==> config.mk <==
export PLATFORM = sky130hd
export DESIGN_NAME = setkeep_celem
export DESIGN_NICKNAME = d
export VERILOG_FILES = /design/src/rtl/ce_pkg.sv /design/src/rtl/ce_sym_fn.sv /design/src/rtl/ce_asym_fn.sv /design/src/rtl/ce_state.sv /design/src/rtl/setkeep_celem.sv
export SDC_FILE = /design/constraint.sdc
export NUM_CORES = 1
export LEC_CHECK = 0
export CAP_MARGIN = 0
export CORE_AREA = 3 3 40 42
export CTS_BUF_LIST = sky130_fd_sc_hd__clkbuf_8
export DETAILED_ROUTE_END_ITERATION = 16
export DIE_AREA = 0 0 43 45
export GPL_ROUTABILITY_DRIVEN = 1
export GPL_TIMING_DRIVEN = 0
export PLACE_DENSITY = 0.61
export SETUP_SLACK_MARGIN = 0.15
export SLEW_MARGIN = 20
export SYNTH_ARGS = -nofsm -noshare
export SYNTH_HDL_FRONTEND = slang
export SYNTH_SLANG_ARGS = --single-unit
==> constraint.sdc <==
create_clock -name clk -period 1.77 [get_ports clk]
set_clock_uncertainty 0.2 [all_clocks]
set_input_delay 0.4425 -clock clk [delete_from_list [all_inputs] [get_ports clk]]
set_output_delay 0.4425 -clock clk [all_outputs]
set_load 0.02 [all_outputs]
==> src/rtl/ce_pkg.sv <==
`timescale 1ns/1ps
package ce_pkg;

    typedef enum logic {
        CE_SYM  = 1'b0,
        CE_ASYM = 1'b1
    } ce_mode_e;

    // Feedback-free pair: set term and keep term
    typedef struct packed {
        logic set;
        logic keep;
    } sk_pair_t;

    // Composition rule of two C-element pairs
    function automatic sk_pair_t sk_join(sk_pair_t a, sk_pair_t b);
        sk_pair_t r;
        r.set  = a.set & b.set;
        r.keep = a.keep | b.keep;
        return r;
    endfunction

    // Next state with the output as the only feedback
    function automatic logic sk_next(sk_pair_t p, logic f);
        return p.set | (f & p.keep);
    endfunction

endpackage

==> src/rtl/ce_sym_fn.sv <==
`timescale 1ns/1ps
module ce_sym_fn #(
    parameter int N = 4
) (
    input  logic [N-1:0]     req,
    output ce_pkg::sk_pair_t fn
);
    import ce_pkg::*;

    // Fold one input at a time: a plain input is the pair {a, a}
    sk_pair_t chain [0:N];

    assign chain[0] = sk_pair_t'(2'b10);

    for (genvar i = 0; i < N; i++) begin : g_fold
        assign chain[i+1] = sk_join(chain[i], sk_pair_t'({req[i], req[i]}));
    end

    assign fn = chain[N];
endmodule

==> src/rtl/ce_asym_fn.sv <==
`timescale 1ns/1ps
module ce_asym_fn #(
    parameter int N = 4
) (
    input  logic [N-1:0] req,
    input  logic [N-1:0] set_grp,
    input  logic [N-1:0] rst_hi,
    input  logic [N-1:0] rst_lo,
    output logic         set_hit,
    output logic         rst_hit
);
    logic [N-1:0] s_ok;
    logic [N-1:0] r_ok;

    for (genvar i = 0; i < N; i++) begin : g_bit
        assign s_ok[i] = ~set_grp[i] | req[i];
        assign r_ok[i] = (~rst_hi[i] | req[i]) & (~rst_lo[i] | ~req[i]);
    end

    // Empty groups never fire
    assign set_hit = (|set_grp) & (&s_ok);
    assign rst_hit = (|(rst_hi | rst_lo)) & (&r_ok);
endmodule

==> src/rtl/ce_state.sv <==
`timescale 1ns/1ps
module ce_state (
    input  logic             clk,
    input  logic             rst,
    input  ce_pkg::sk_pair_t fn,
    output logic             q
);
    always_ff @(posedge clk) begin
        if (rst) q <= 1'b0;
        else     q <= ce_pkg::sk_next(fn, q);
    end
endmodule

==> src/rtl/setkeep_celem.sv <==
`timescale 1ns/1ps
module setkeep_celem #(
    parameter int N = 4
) (
    input  logic         clk,
    input  logic         rst,
    input  logic         mode_i,
    input  logic [N-1:0] req_i,
    input  logic [N-1:0] set_grp_i,
    input  logic [N-1:0] rst_hi_i,
    input  logic [N-1:0] rst_lo_i,
    input  logic         up_set_i,
    input  logic         up_keep_i,
    output logic         c_o,
    output logic         set_o,
    output logic         keep_o
);
    import ce_pkg::*;

    ce_mode_e mode;
    sk_pair_t sym_fn;
    sk_pair_t asym_fn;
    sk_pair_t local_fn;
    sk_pair_t up_fn;
    sk_pair_t full_fn;
    logic     asym_set;
    logic     asym_rst;

    assign mode = ce_mode_e'(mode_i);

    ce_sym_fn #(.N(N)) u_sym (
        .req (req_i),
        .fn  (sym_fn)
    );

    ce_asym_fn #(.N(N)) u_asym (
        .req     (req_i),
        .set_grp (set_grp_i),
        .rst_hi  (rst_hi_i),
        .rst_lo  (rst_lo_i),
        .set_hit (asym_set),
        .rst_hit (asym_rst)
    );

    assign asym_fn  = '{set: asym_set, keep: ~asym_rst};
    assign local_fn = (mode == CE_ASYM) ? asym_fn : sym_fn;
    assign up_fn    = '{set: up_set_i, keep: up_keep_i};
    assign full_fn  = sk_join(local_fn, up_fn);

    ce_state u_state (
        .clk (clk),
        .rst (rst),
        .fn  (full_fn),
        .q   (c_o)
    );

    assign set_o  = full_fn.set;
    assign keep_o = full_fn.keep;
endmodule

---- Word level (Yosys, flattened, before mapping) ----
Index checks and enable logic that the tools add are counted.
storage, ports and cells
  flip-flop bits (word level) ............. 1
  input port bits ......................... 21
  output and inout port bits .............. 3
  logic and storage cells ................. 52
cells by class
  multiplexer cells ....................... 1
  bitwise logic cells ..................... 46
  reductions and logical operators ........ 4
operators with widths
  cell                 count
  NOT 1 bit            17
  OR 1 bit             17
  AND 1 bit            11
  AND reduction 4 bit  2
  OR reduction 4 bit   2
  OR 4 bit             1
  two-way mux 2 bit    1

---- Logic depth before layout (Yosys ltp) ----
  depth in word-level cells ............... 10
  gate-level depth with buffers ........... 4
  depth with buffers taken out ............ 4

---- Cells and area by module ----
From an unflattened synthesis, not the netlist that was laid out.
second synthesis, totals
  cell total of the unflattened synthesis .. 27
  area total of the unflattened synthesis .. 191.4 um^2
by module, submodules not included
  module         times used  cells each  area an instance (um^2)  sequential area each (um^2)
  ce_asym_fn     1           17          111.4                    0.0
  setkeep_celem  1           5           33.8                     0.0
  ce_state       1           3           28.8                     20.0
  ce_sym_fn      1           2           17.5                     0.0

---- Least setup slack after synthesis ----
OpenSTA, ideal clock, no wires.
  path kind ............................... in2out
  start ................................... in rst_lo_i[2]
  end ..................................... out keep_o
  data arrival time ....................... 1,479 ps
  data required time ...................... 1,127 ps
  setup slack ............................. -352 ps
  cell stages on the path ................. 4
  path buffers ............................ 0
  cell sequence ........................... or4_4 o211ai_2 nor2_1 nor2_1
on the way
  longest elaborated chain between the ends .. 8
  elaborated cells on any way between the ends .. 10
  those cells by class .................... mux (1); bitwise (7); reduce/logical (2)
RTL lines
  element                line                 RTL
  start: declaration     setkeep_celem.sv:11  input logic [N-1:0] rst_lo_i,
  NOT 1 bit              ce_asym_fn.sv:17     assign r_ok[i] = (~rst_hi[i] | req[i]) & (~rst_lo[i] | ~req[i]);
  OR 1 bit               ce_asym_fn.sv:17
  AND 1 bit              ce_asym_fn.sv:17
  AND reduction 4 bit    ce_asym_fn.sv:22     assign rst_hit = (|(rst_hi | rst_lo)) & (&r_ok);
  AND 1 bit (*)          ce_asym_fn.sv:22
  NOT 1 bit (*)          setkeep_celem.sv:45  assign asym_fn = '{set: asym_set, keep: ~asym_rst};
  two-way mux 2 bit (*)  setkeep_celem.sv:46  assign local_fn = (mode == CE_ASYM) ? asym_fn : sym_fn;
  OR 1 bit (*)           ce_pkg.sv:19         r.keep = a.keep | b.keep;
  end: declaration       setkeep_celem.sv:16  output logic keep_o
Every way passes the cells marked *; elsewhere a longest branch is shown, timed or not.

---- Worst setup path in the final report ----
  start ................................... in rst_hi_i[2]
  end ..................................... out keep_o
on the way
  longest elaborated chain between the ends .. 8
  elaborated cells on any way between the ends .. 10
  those cells by class .................... mux (1); bitwise (7); reduce/logical (2)
RTL lines
  element                line                 RTL
  start: declaration     setkeep_celem.sv:10  input logic [N-1:0] rst_hi_i,
  NOT 1 bit              ce_asym_fn.sv:17
  OR 1 bit               ce_asym_fn.sv:17
  AND 1 bit              ce_asym_fn.sv:17
  AND reduction 4 bit    ce_asym_fn.sv:22
  AND 1 bit (*)          ce_asym_fn.sv:22
  NOT 1 bit (*)          setkeep_celem.sv:45
  two-way mux 2 bit (*)  setkeep_celem.sv:46
  OR 1 bit (*)           ce_pkg.sv:19
Marks and branches as above.

==> key figures <==
Global route
  • Number of antenna violations at the first check in global routing: 0
  • Maximum number of pins on one net before global-route repair: 6
  • Total global routing overflow: 0
  • Global-route wire length before repair: roughly 1200 um
  • Overall routing resource usage: 0.07072
  • Via count of the first global-routing pass: approximately 320

STA
  • Total negative setup slack: -0.6355 ns
  • Min cycle time layout: between 2 and 2.5 ns
  • Count of endpoints failing setup in the final report: 3
  • Least setup slack across all paths after layout: -0.3870 ns
  • Max Transition Viols Final: 0
  • Max transition margin: 0.8521
  • Least-Margin Pin Slew: 0.2202 ns
  • Unrepaired setup endpoints after global routing: yes
  • Number of hold-slack violations in the final timing report: 0
  • FMAX: between 0.4 and 0.5 GHz
  • Share of the clock period used by the worst path: 1.219

Power
  • Clock share of power: 0
  • IR Drop Worst-Case VDD: 0.07358 mV
  • Combinational share of power: 0.776
  • Switching Power: 37.14 uW
  • Proportion of total power due to net switching: 0.3378
  • Cell internal pwr: 72.81 uW
  • Power density normalized to cell area: 226.5 nW/um2
  • Part of the power in registers: 0.224
  • Total leakage power: between 0.2 and 0.25 nW

Final layout
  • Most frequent standard cell in the layout excluding fill and tap cells: sky130_fd_sc_hd__buf_2
  • Nets: between 70 and 80
  • Commonest cells after routing, fill and taps aside: sky130_fd_sc_hd__buf_2, sky130_fd_sc_hd__inv_1, sky130_fd_sc_hd__mux2i_1, sky130_fd_sc_hd__buf_6
  • Area used by multi-input combinational logic: ~240 um2
  • Diode insertion count for antenna repair: 0
  • FILL cells: 144
  • Area growth from synthesis to final layout: 123.0%
  • Register with the highest flop count: u_state.q
  • Largest register FFs: 1
  • Sequential cell area: ~20 um2
  • Registers with the most flip-flops: u_state.q x1
  • Layout cell share with drive strength beyond 1: 0.6078
  • Number of cells in the finished layout apart from fillers: 66

Run status
  • Failing checks: negative setup slack
  • Result of the run: complete, but fails checks

Worst setup path
  • Category of the worst setup path capture point: output pin
  • Crit path launch type: input pin
  • Arrival @ worst endpoint: roughly 1.5 ns
  • Required arrival time at the worst endpoint: 1.13 ns
  • Peak fanout along the critical path: 2
  • Setup CP Type: in2out

CTS
  • Later-pin clock latency in the skew report: 0 ns
  • Clock slew at the register clock pins of the worst setup and hold paths: 0 ns
  • Number of hold buffers added after cts: 0

Synthesis
  • Distinct cell type count after synthesis: 16
  • Sequential area share after synthesis: 0.09195
  • Warnings from Yosys: 0
  • Post-Synthesis Net Count: 47
  • Synth async-reset ratio: 0
  • Synthesized area: around 220 um2
  • Average instance area after synthesis: 8.373 um2
  • Most used flip-flop cell after synthesis: sky130_fd_sc_hd__dfxtp_1
  • Number of enable-type register cells in the synthesized netlist: 0
  • Seq cells post-synth: 1
  • Count of mapped cells out of synthesis: 26

Routing
  • Starting DRC count in detailed routing: 2
  • DRC errors left: 0
  • Post-DR wirelength/cell: about 11 um
  • Total Wirelength: roughly 730 um
  • Via density: 4.545
  • DR pass1 iterations: 2
  • Number of nets with antenna violations after detailed routing: 0
  • Routed vias: 300

Flow run
  • Number of max-cap violations: 0

Place
  • Count of placed standard cells including taps: between 60 and 70
  • Count of buffers inserted at the top-level ports: 23
  • RD Place Congestion: between 0.6 and 0.7
  • Placed wire-length estimate after detailed placement: 595.5 um

Die
  • I/O Pins: 24
  • Die ar.: 1935 um2
  • Core region area: around 1300 um2
  • Standard-cell row count: 13
  • Die Width: ~43 um
  • Height of the chip: ~45 um
  • Initial Util: 0.1694

Hold path
  • Kind of path behind the tightest hold check: reg2reg
==> layout make-up <==
cell class                      count  area share
Inverter                            4     0.03093
Multi-Input combinational cell     21      0.4923
Timing Repair Buffer               25      0.3969
Tap cell                           15     0.03866
Sequential cell                     1     0.04124
==> cell families after synthesis <==
family | after synthesis | synth area share
AO/OA/AOI/OAI | 5 | 0.2126
flip-flops | 1 | 0.09196
multiplexers | 5 | 0.2299
buffers and inverters | 4 | 0.06895
AND/OR/NAND/NOR | 11 | 0.3966
==> through the flow <==
stage	hold WS [ns]	util	total power, mW	instance area [um2]	worst slack, ns
after global routing	0.3130	0.3778	0.1181	485.5	-0.4455
final	0.2795	0.3778	0.1100	485.5	-0.3870
after detailed placement	0.3090	0.3914	0.1184	503.0	-1.247
after floorplan	0.3797	-	0.05761	254.0	-0.2329
after global placement	0.2902	0.3914	0.1186	503.0	-1.244
after CTS	0.2992	0.3661	0.1065	470.5	-0.3965
==> cells in the mapped netlist (2+ instances only) <==
| cell | number | area (um2) |
|---|---|---|
| sky130_fd_sc_hd__a21oi_1 | 2 | 10.01 |
| sky130_fd_sc_hd__inv_1 | 4 | 15.01 |
| sky130_fd_sc_hd__mux2i_1 | 5 | 50.05 |
| sky130_fd_sc_hd__nor2_1 | 2 | 7.510 |
| sky130_fd_sc_hd__or4_1 | 2 | 15.01 |
==> routing by layer <==
layer	global-route usage	up-vias	share of wire
li1	-	151	-
met1	0.09135	134	0.40
met2	0.1347	15	0.50
met3	0.007968	0	0.11
met4	0	0	0
met5	0	-	0
==> worst paths after layout <==
kind               endpoint  cells past startpoint         from  slack (ns)
setup / recovery     keep_o                      6  rst_hi_i[2]       -0.39
setup reg to reg  u_state.q                      2    u_state.q        1.00
hold reg to reg   u_state.q                      2    u_state.q        0.28
hold / removal    u_state.q                      2    u_state.q        0.28
==> repair_timing <==
action	4_1_cts	5_1_grt
endpoints found under the setup margin	3	3
resized for setup	75	4
buffers inserted	2	0
pin swaps	9	3
==> critical path: stages <==
cell and delay [ns]:
sky130_fd_sc_hd__buf_6 0.09, sky130_fd_sc_hd__or4_4 0.52, sky130_fd_sc_hd__o211ai_2 0.18, sky130_fd_sc_hd__nor2_2 0.08, sky130_fd_sc_hd__nor2_4 0.08, sky130_fd_sc_hd__buf_6 0.12
==> power groups by stage <==
stage | clock network (mW) | registers, mW | logic [mW]
after CTS | 0 | 0.0247 | 0.0818
after detailed placement | 0 | 0.0246 | 0.0938
final | 0 | 0.0246 | 0.0854
after floorplan | 0 | 0.0260 | 0.0316
after global routing | 0 | 0.0248 | 0.0932
after global placement | 0 | 0.0246 | 0.0940
Note: power is estimated with default switching activity, not from simulation.
